===== config.mk =====
export PLATFORM = sky130hd
export DESIGN_NAME = swallow_divider
export DESIGN_NICKNAME = d
export VERILOG_FILES = /design/src/rtl/swallow_div_pkg.sv /design/src/rtl/dm_prescaler.sv /design/src/rtl/dn_counter.sv /design/src/rtl/swallow_divider.sv
export SDC_FILE = /design/constraint.sdc
export NUM_CORES = 1
export LEC_CHECK = 0
export BUFFER_PORTS_ARGS = -buffer_cell sky130_fd_sc_hd__buf_2
export CORE_UTILIZATION = 61
export CTS_CLUSTER_DIAMETER = 60
export CTS_CLUSTER_SIZE = 16
export DETAILED_ROUTE_END_ITERATION = 8
export GPL_TIMING_DRIVEN = 0
export PLACE_DENSITY_LB_ADDON = 0.1
export SETUP_SLACK_MARGIN = 0.02
export SLEW_MARGIN = 40
export SYNTH_ARGS = -nofsm -noshare
export SYNTH_HDL_FRONTEND = slang
export SYNTH_SLANG_ARGS = --single-unit

===== constraint.sdc =====
create_clock -name clk -period 4.75 [get_ports clk]
set_input_delay 0.2375 -clock clk [delete_from_list [all_inputs] [get_ports clk]]
set_output_delay 0.2375 -clock clk [all_outputs]
set_load 0.05 [all_outputs]

===== src/rtl/swallow_div_pkg.sv =====
package swallow_div_pkg;

    typedef enum logic [1:0] {
        ST_IDLE    = 2'd0,
        ST_SWALLOW = 2'd1,
        ST_MAIN    = 2'd2,
        ST_FAULT   = 2'd3
    } div_state_t;

endpackage


===== src/rtl/dm_prescaler.sv =====
module dm_prescaler #(
    parameter int CW = 8
) (
    input  logic          clk,
    input  logic          rst_n,
    input  logic          clr,
    input  logic [CW-1:0] modulus,
    output logic          wrap
);
    logic [CW-1:0] cnt_q;

    assign wrap = (cnt_q == modulus - CW'(1));

    always_ff @(posedge clk) begin
        if (!rst_n) begin
            cnt_q <= '0;
        end else if (clr || wrap) begin
            cnt_q <= '0;
        end else begin
            cnt_q <= cnt_q + CW'(1);
        end
    end

    // the phase count never runs past the selected modulus
    a_r2_phase_in_range: assert property (@(posedge clk) disable iff (!rst_n)
        cnt_q < modulus);

endmodule


===== src/rtl/dn_counter.sv =====
module dn_counter #(
    parameter int W = 8
) (
    input  logic         clk,
    input  logic         rst_n,
    input  logic         ld,
    input  logic [W-1:0] ld_val,
    input  logic         dec,
    output logic [W-1:0] cnt,
    output logic         is_one
);
    always_ff @(posedge clk) begin
        if (!rst_n) begin
            cnt <= '0;
        end else if (ld) begin
            cnt <= ld_val;
        end else if (dec) begin
            cnt <= cnt - W'(1);
        end
    end

    assign is_one = (cnt == W'(1));

    // a counter moves only on a reload or a decrement
    a_r6_count_holds: assert property (@(posedge clk) disable iff (!rst_n)
        (!ld && !dec) |=> $stable(cnt));

    // a decrement never wraps through zero
    a_r4_no_underflow: assert property (@(posedge clk) disable iff (!rst_n)
        (dec && !ld) |-> (cnt != '0));

endmodule


===== src/rtl/swallow_divider.sv =====
module swallow_divider
    import swallow_div_pkg::*;
#(
    parameter int P_SMALL = 64,
    parameter int P_LARGE = 128,
    parameter int A_W     = 7,
    parameter int N_W     = 11,
    parameter int N_MIN   = 16
) (
    input  logic           clk,
    input  logic           rst_n,
    input  logic           mod_sel,
    input  logic [A_W-1:0] swallow_a,
    input  logic [N_W-1:0] main_n,
    input  logic           load,
    output logic           fp,
    output logic           mod_ctl,
    output logic           cfg_err
);
    localparam int CW = $clog2(P_LARGE + 2);
    localparam logic [CW-1:0] PS = CW'(P_SMALL);
    localparam logic [CW-1:0] PL = CW'(P_LARGE);
    localparam logic [N_W-1:0] NLO = N_W'(N_MIN);

    div_state_t     state_q, state_d;
    logic           act_sel_q;
    logic [A_W-1:0] act_a_q, pend_a_q, nxt_a;
    logic [N_W-1:0] act_n_q, pend_n_q, nxt_n;
    logic           pend_sel_q, pend_vld_q, nxt_sel;
    logic           fp_q;

    logic           running, pre_wrap, boundary, start, reload;
    logic [A_W-1:0] sw_cnt, rl_a;
    logic [N_W-1:0] mn_cnt, rl_n;
    logic           sw_one, mn_one;
    logic [CW-1:0]  modulus;

    function automatic logic cfg_ok(input logic [A_W-1:0] a, input logic [N_W-1:0] n);
        return (n >= NLO) && (N_W'(a) < n);
    endfunction

    assign running  = (state_q == ST_SWALLOW) || (state_q == ST_MAIN);
    assign boundary = running && pre_wrap && mn_one;
    assign start    = !running && load;

    // settings applied at the next boundary
    assign nxt_a   = pend_vld_q ? pend_a_q   : act_a_q;
    assign nxt_n   = pend_vld_q ? pend_n_q   : act_n_q;
    assign nxt_sel = pend_vld_q ? pend_sel_q : act_sel_q;

    // reload values: inputs on a start, queued settings on a boundary
    assign rl_a   = start ? swallow_a : nxt_a;
    assign rl_n   = start ? main_n    : nxt_n;
    assign reload = start || boundary;

    // next state
    always_comb begin
        state_d = state_q;
        unique case (state_q)
            ST_IDLE, ST_FAULT: begin
                if (load) begin
                    if (!cfg_ok(swallow_a, main_n))  state_d = ST_FAULT;
                    else if (swallow_a != '0)        state_d = ST_SWALLOW;
                    else                             state_d = ST_MAIN;
                end
            end
            ST_SWALLOW, ST_MAIN: begin
                if (boundary) begin
                    if (!cfg_ok(nxt_a, nxt_n))       state_d = ST_FAULT;
                    else if (nxt_a != '0)            state_d = ST_SWALLOW;
                    else                             state_d = ST_MAIN;
                end else if (state_q == ST_SWALLOW && pre_wrap && sw_one) begin
                    state_d = ST_MAIN;
                end
            end
        endcase
    end

    // state register
    always_ff @(posedge clk) begin
        if (!rst_n) begin
            state_q <= ST_IDLE;
        end else begin
            state_q <= state_d;
        end
    end

    // settings registers
    always_ff @(posedge clk) begin
        if (!rst_n) begin
            act_sel_q  <= 1'b0;
            act_a_q    <= '0;
            act_n_q    <= '0;
            pend_sel_q <= 1'b0;
            pend_a_q   <= '0;
            pend_n_q   <= '0;
            pend_vld_q <= 1'b0;
            fp_q       <= 1'b0;
        end else begin
            fp_q <= boundary;
            if (start) begin
                act_sel_q  <= mod_sel;
                act_a_q    <= swallow_a;
                act_n_q    <= main_n;
                pend_vld_q <= 1'b0;
            end else if (boundary) begin
                act_sel_q  <= nxt_sel;
                act_a_q    <= nxt_a;
                act_n_q    <= nxt_n;
                pend_vld_q <= 1'b0;
            end
            if (running && load) begin
                pend_sel_q <= mod_sel;
                pend_a_q   <= swallow_a;
                pend_n_q   <= main_n;
                pend_vld_q <= 1'b1;
            end
        end
    end

    // modulus seen by the prescaler; on a start the selection comes from the input
    always_comb begin
        logic sel_now;
        sel_now = start ? mod_sel : act_sel_q;
        modulus = sel_now ? PS : PL;
        if (state_q == ST_SWALLOW) modulus = modulus + CW'(1);
    end

    dm_prescaler #(.CW(CW)) u_presc (
        .clk     (clk),
        .rst_n   (rst_n),
        .clr     (!running || boundary),
        .modulus (modulus),
        .wrap    (pre_wrap)
    );

    dn_counter #(.W(A_W)) u_swallow (
        .clk    (clk),
        .rst_n  (rst_n),
        .ld     (reload),
        .ld_val (rl_a),
        .dec    (pre_wrap && state_q == ST_SWALLOW),
        .cnt    (sw_cnt),
        .is_one (sw_one)
    );

    dn_counter #(.W(N_W)) u_main (
        .clk    (clk),
        .rst_n  (rst_n),
        .ld     (reload),
        .ld_val (rl_n),
        .dec    (pre_wrap && running && !boundary),
        .cnt    (mn_cnt),
        .is_one (mn_one)
    );

    // output decode
    always_comb begin
        fp      = fp_q;
        mod_ctl = 1'b0;
        cfg_err = 1'b0;
        unique case (state_q)
            ST_SWALLOW: mod_ctl = 1'b1;
            ST_FAULT:   cfg_err = 1'b1;
            default: ;
        endcase
    end

    // the divided pulse lasts a single clock
    a_r5_fp_one_wide: assert property (@(posedge clk) disable iff (!rst_n)
        fp |=> !fp);

    // the alternate modulus is only in use while swallows remain
    a_r4_swallow_left: assert property (@(posedge clk) disable iff (!rst_n)
        mod_ctl |-> (sw_cnt != '0));

    // while running, the main counter is never empty
    a_r2_main_live: assert property (@(posedge clk) disable iff (!rst_n)
        running |-> (mn_cnt != '0));

    // a running divider always works from legal settings
    a_r8_running_legal: assert property (@(posedge clk) disable iff (!rst_n)
        running |-> (act_n_q >= NLO && N_W'(act_a_q) < act_n_q));

    // no pulse is produced one clock after the fault state is observed
    a_r7_fault_quiet: assert property (@(posedge clk) disable iff (!rst_n)
        (cfg_err && $past(cfg_err)) |-> !fp);

endmodule


==> impl_metrics.yaml, run 1 <==
pwr:
  p_int_mw: 1.09
  pwr-share-comb_pct: 35.8
  vdd_drop_max_v: 0.000246
  seqPwrFrac_pct: 39.6
  sw_frac_of_total_pct: 38.7
  switching_power_uw: 690
  power_density_nw_per_um2: 414
  clkPwrFrac_pct: 24.6
  p_leak_nw: 1.65
  power.total_mw: 1.78
placement:
  place_hpwl_mm: 7.96
  gp_congestion: 0.933
  io_buffers: 23
grt:
  grt_util_all_layers_pct: 34.4
  overflow: 0
  grt_max_degree: 13
  grt_pass1_wl_mm: 17.0
  antenna_found_initial: 0
  grt_pass1_vias: 3400
floorplanning:
  io_pins: 25
  rows: 28
  die_area_um2: 6750
  fp.coreArea_um2: 6060
  die_w_um: 82.2
  die_height_um: 82.2
  initial_core_util_pct: 64.7
final_layout:
  area_growth_pct: 9.86
  num-nets-final: 559
  drive_gt1_share_pct: 12.3
  antennaDiodeCount: 0
cts:
  cts_setup_buffers: 0
  cts_hold_buf: 0
  clkTransAtPathRegs_ns: 0.08
  clk_latency_ns: 0.35
  cts_num_sinks: 68
  cts_resized: 0
  clock_path_buffers: 2
  cts_htree_levels: 3
  cts_tree: "built"
  cts_buffers: 9
  cts_root_buffer: "clkbuf_8"
critical_path:
  rr_startpoint: "state_q[1]"
  slowest_delay_ns: 0.45
  r2r_setup_slack_ns: 0.31
  worstPathArrival_ns: 4.67
  cp_cell_sequence: "inv_1, ha_1, clkbuf_1, nand2_1, clkbuf_1, mux2i_1, ha_1, xor2_1, or2_2, clkbuf_1, a2111oi_4, nor2_1, buf_2, a21oi_1, o22ai_1"
  critPathSlowestCell: "a2111oi_4"
  reg2reg_depth: 15
  r2r_end: "u_main.cnt[4]"
  startpoint_type: "flip-flop"
  path_max_fanout: 10
  crit_required_ns: 4.98
  critPathCaptureType: "flip-flop"
  cp_common_cell: "clkbuf_1"
  path_class: "reg -> reg"
run:
  drv_cap: 0
routing:
  ant_nets: 0
  wire_per_inst_um: 18.2
  drc: 0
  drt_first_pass_iters: 5
  routed_via_density: 6.32
  routed_wl_mm: 10.8
  via_count: 3771
  drt_iter0_drc: 305
timing:
  setup_viol: 0
  post-route-period-util_pct: 93.4
  finalSetupTns_ns: 0
  fin_skew_ns: 0.0128
  timing.slew.headroom_pct: 51.3
  tightest_slew_ns: 0.727
  timing_hold_violations_final: 0
  fmax_mhz: 225
  grt_setup_unrepaired: "false"
  period_needed_ns: 4.44
  drv_slew: 0
yosys:
  synth-main-ff-cell: "dfxtp_1"
  netlist_instances: 483
  ys_ff_latch: 68
  synth_cell_types: 56
  synth_edf_count: 0
  synth_seq_area_share_pct: 34.7
  synth_largest_area_cell: "dfxtp_1"
  ys_async_sr_fraction_pct: 0
  synth_nets: 525
  synth.area.top_cells: "dfxtp_1 (35%), nand2_1 (7.3%), ha_1 (6.4%), a21boi_0 (6.1%), mux2_2 (3.7%)"
  synth_area_um2: 3920
  yosysWarnings: 0
  avgSynthCellArea_um2: 8.12
  synth_top_area_share_pct: 34.7
worst_hold_path:
  hold_depth: 3
  whs_endpoint: "pend_sel_q"
  hold_start: "mod_sel"
  hp-class: "in -> reg"
status:
  status: "complete, no violations"
## through the flow
step / instance area [um2] / cells / hold WS [ns] / utilization, % / setup WS, ns
finish: 4310 / 597 / 0.154 / 71.1 / 0.312
CTS: 4310 / 597 / 0.157 / 71.1 / 0.404
detailed placement: 4130 / 581 / 0.455 / 68.1 / 0.425
floorplan: 3920 / 483 / 0.368 / - / 1.23
global route: 4310 / 597 / 0.164 / 71.1 / 0.0366
global placement: 4130 / 581 / 0.449 / 68.1 / 0.458
## cells by family (layout without fill, tap and decap cells)
| group | after synthesis | after routing | synth area share [%] |
|---|---|---|---|
| simple gates | 180 | 180 | 21.5 |
| compound gates | 131 | 131 | 22.9 |
| flops | 68 | 68 | 34.7 |
| buf+inv | 46 | 85 | 4.82 |
| mux | 26 | 26 | 7.05 |
| fa+ha+maj | 20 | 20 | 6.38 |
| xor+xnor | 12 | 12 | 2.68 |
## how the worst max path moves through the flow
| stage | start | end | cells after the start |
|---|---|---|---|
| 2_1_floorplan | state_q[1] | state_q[0] | 14 |
| 3_3_place_gp | state_q[1] | u_main.cnt[4] | 15 |
| 3_5_place_dp | state_q[1] | u_main.cnt[4] | 15 |
| 4_1_cts | state_q[1] | u_main.cnt[4] | 15 |
| 5_1_grt | state_q[1] | u_main.cnt[4] | 15 |
| 6_report | state_q[1] | u_main.cnt[4] | 15 |
## power groups by stage
stage / Clock (mW) / Sequential, mW / Combinational (mW)
2_1_floorplan: 0 / 0.699 / 0.469
3_3_place_gp: 0 / 0.711 / 0.604
3_5_place_dp: 0 / 0.715 / 0.618
4_1_cts: 0.440 / 0.703 / 0.624
5_1_grt: 0.464 / 0.713 / 0.698
6_report: 0.440 / 0.705 / 0.638
## critical path, delay by kind of cell, from the launching register on
| kind | cells | cell delay, ns |
|---|---|---|
| flip-flops | 1 | 0.35 |
| adder cells (fa/ha/maj) | 2 | 0.65 |
| AO/OA/AOI/OAI | 3 | 0.71 |
| buffers and inverters | 5 | 1.27 |
| XOR/XNOR | 1 | 0.17 |
| multiplexers | 1 | 0.30 |
| AND/OR/NAND/NOR | 3 | 0.86 |
## sequential cells by signal (all words and copies together) (netlist names)
register,count
act_a_q,7
act_n_q,11
act_sel_q,1
fp,1
pend_a_q,7
pend_n_q,11
pend_sel_q,1
pend_vld_q,1
state_q,2
u_main.cnt,11
u_presc.cnt_q,8
u_swallow.cnt,7
## Yosys cell counts (all sizes together), types with 6 or more instances
cell and count:
ha 20, buf 9, nand2 77, dfxtp 68, mux2i 13, o21ai 28, nor2 30, xor2 7
nand3 16, a21oi 23, mux2 13, nor3 9, a21boi 33, nor2b 10, clkbuf 18, a22oi 7
nand2b 6, inv 19, nor4 9
## layer usage
layer  share of wire [%]  wire (um)  track usage (%)  up-vias
li1                    -          -                -     1787
met1                  43       4710             45.9     1771
met2                  46       4950             55.8      184
met3                 7.9        856             4.62       29
met4                 3.0        329             14.4        0
met5                   0          0                0        -
## placed cells by master, fill, tap and decap left out, types with 3 or more instances in the layout
cell | Yosys | routed
o211ai_1 | 5 | 5
buf_2 | 4 | 27
dfxtp_1 | 68 | 68
nand2_1 | 76 | 76
nand2b_1 | 6 | 6
clkbuf_1 | 18 | 19
a211o_1 | 3 | 3
buf_1 | 3 | 3
nor2b_1 | 10 | 10
o22ai_1 | 4 | 4
xnor2_1 | 5 | 5
a31oi_1 | 4 | 4
mux2i_1 | 13 | 13
a21oi_1 | 23 | 23
o31a_1 | 3 | 3
o21ai_0 | 27 | 27
a22oi_1 | 7 | 7
nand4_1 | 5 | 5
o31ai_1 | 3 | 3
o21a_1 | 4 | 4
nor2_1 | 30 | 30
ha_1 | 20 | 20
nand3_1 | 16 | 16
nor3_1 | 9 | 9
a21boi_0 | 32 | 32
inv_1 | 19 | 19
clkbuf_8 | 0 | 10
or3_1 | 4 | 4
and2_1 | 4 | 4
mux2_2 | 13 | 13
nor4_1 | 9 | 9
xor2_1 | 7 | 7
## area by class of cell
class / count / area (um2)
fill: 533 / 1750
inverter: 19 / 71.3
timing repair buffer: 23 / 115
sequential: 68 / 1360
clock inverter: 5 / 36.3
clock buffer: 11 / 141
tap: 75 / 93.8
multi-input combinational: 369 / 2370
buffer: 27 / 118
Power figures use the tool's default switching activity.
==> inputs of run 2 (changes only) <==
--- a/config.mk
+++ b/config.mk
@@ -6,6 +6,7 @@
 export NUM_CORES = 1
 export LEC_CHECK = 0
 export BUFFER_PORTS_ARGS = -buffer_cell sky130_fd_sc_hd__buf_2
+export CORE_MARGIN = 5
 export CORE_UTILIZATION = 61
 export CTS_CLUSTER_DIAMETER = 60
 export CTS_CLUSTER_SIZE = 16
==> run 2 against run 1 <==
Net effect:
- register-to-register slack lost 0.06 ns
- worst setup slack lost 0.056 ns
- die area increased by 20%
- cell area increased by 0.41%
- total power is 2.4% higher
- sequential cell count did not move
- hold slack worse by 0.013 ns
- sequential power about the same
- non-clock buffer count unchanged
- first-iteration DRC count is 17% higher
- clock power grew 9.3%
- via count decreased by 0.64%
==> impl_metrics.yaml, run 2 (same netlist as run 1, synthesis figures left out) <==
timing:
  grt_setup_unrepaired: "false"
  drv_slew: 0
  period_needed_ns: 4.49
  timing.slew.headroom_pct: 49.7
  timing_hold_violations_final: 0
  post-route-period-util_pct: 94.6
  fin_skew_ns: 0.00998
  tightest_slew_ns: 0.751
  finalSetupTns_ns: 0
  hold-worst-slack_ns: 0.142
  setup_viol: 0
  fmax_mhz: 222
critical_path:
  reg2reg_depth: 15
  cp_common_cell: "clkbuf_1"
  cp_cell_sequence: "inv_1, ha_1, clkbuf_1, nand2_1, clkbuf_1, mux2i_1, ha_1, xor2_1, or2_2, clkbuf_1, a2111oi_4, nor2_1, buf_2, nand2_1, a21boi_0"
  path_buf_inv: 5
  worstPathArrival_ns: 4.77
  cp_top_family: "buffers and inverters"
  critPathCaptureType: "flip-flop"
  r2r_end: "act_a_q[2]"
  path_max_fanout: 10
  critPathSlowestCell: "nor2_1"
  crit_required_ns: 5.03
  r2r_setup_slack_ns: 0.26
  slowest_delay_ns: 0.60
  path_class: "reg -> reg"
  rr_startpoint: "state_q[1]"
  startpoint_type: "flip-flop"
routing:
  drc: 0
  ant_nets: 0
  drt_first_pass_iters: 5
  wire_per_inst_um: 18.4
  via_count: 3747
  routed_via_density: 6.26
  drt_iter0_drc: 356
  routed_wl_mm: 11.0
floorplanning:
  die_height_um: 90.2
  io_pins: 25
  initial_core_util_pct: 62.1
  die_w_um: 90.2
  rows: 29
  fp.coreArea_um2: 6310
  die_area_um2: 8130
cts:
  cts_num_sinks: 68
  cts_hold_buf: 0
  cts_htree_levels: 3
  cts_buffers: 9
  clkTransAtPathRegs_ns: 0.08
  clock_path_buffers: 2
  cts_tree: "built"
  cts_root_buffer: "clkbuf_8"
  clk_latency_ns: 0.36
  cts_setup_buffers: 0
  cts_resized: 0
worst_hold_path:
  hold_depth: 3
  hp-class: "in -> reg"
  whs_endpoint: "pend_n_q[8]"
  hold_start: "main_n[8]"
run:
  drv_cap: 0
final_layout:
  antennaDiodeCount: 0
  mostFrequentLayoutCell: "nand2_1"
  fillers: 554
  finalNonFillerCells: 599
  reg_top3: "act_n_q x11, pend_n_q x11, u_main.cnt x11"
  num-nets-final: 559
  final_cell_mix: "nand2_1 (76), dfxtp_1 (68), a21boi_0 (32), nor2_1 (30)"
  multi_input_area_um2: 2370
  ff_latch_area_um2: 1360
  drive_gt1_share_pct: 12.3
  area_growth_pct: 10.3
  finish.utilization_pct: 68.5
grt:
  grt_pass1_vias: 3374
  antenna_found_initial: 0
  grt_max_degree: 13
  overflow: 0
  grt_util_all_layers_pct: 27.4
  grt_pass1_wl_mm: 17.6
placement:
  gp_congestion: 0.986
  place_inst: 583
  place_hpwl_mm: 8.16
  io_buffers: 23
pwr:
  p_leak_nw: 1.66
  vdd_drop_max_v: 0.000293
  power_density_nw_per_um2: 422
status:
  status: "complete, no violations"
run 2: cell types whose count changed in the layout (fill, tap and decap cells not counted), sizes merged:
cell / before / now
bufinv: 0 / 1
clkbuf: 29 / 28
clkinvlp: 0 / 1
inv: 20 / 19
run 2: layout make-up:
cell class | instances | area share [%]
flip-flops and latches | 68 | 31.5
inverters | 19 | 1.65
well taps | 77 | 2.23
clock buffers | 10 | 2.95
clock inverters | 6 | 1.50
multi-input cells | 369 | 54.8
plain buffers | 27 | 2.72
repair buffers | 23 | 2.66
run 2: through the flow:
step / area, um2 / setup WS (ns) / total power [mW]
after global routing: 4320 / 0.0299 / 1.94
final: 4320 / 0.255 / 1.83
after CTS: 4320 / 0.364 / 1.82
after global placement: 4130 / 0.434 / 1.32
after floorplan: 3920 / 1.23 / 1.17
after detailed placement: 4130 / 0.390 / 1.34
run 2: worst max-delay path by stage:
stage	start	end	slack [ns]	depth (start not counted)
2_1_floorplan	state_q[1]	state_q[0]	1.23	14
3_3_place_gp	state_q[1]	u_main.cnt[4]	0.43	15
3_5_place_dp	state_q[1]	act_a_q[0]	0.39	15
4_1_cts	state_q[1]	act_a_q[2]	0.36	15
5_1_grt	state_q[1]	u_main.cnt[4]	0.03	15
6_report	state_q[1]	act_a_q[2]	0.26	15
run 2: tightest hold or removal path: stages:
cell      delay [ns]
buf_2           0.11
nand2_1         0.05
a21boi_0        0.06
run 2: layer usage:
layer,part of all wire [%],GRT usage [%],up-vias
li1,-,-,1790
met1,45,37.8,1761
met2,46,42.4,170
met3,7.1,4.67,26
met4,2.3,10.7,0
met5,0,0,-
run 2: power by group:
part | switching, mW | internal, mW
combinational | 0.399 | 0.242
clock | 0.239 | 0.242
sequential | 0.0596 | 0.645
total | 0.697 | 1.13
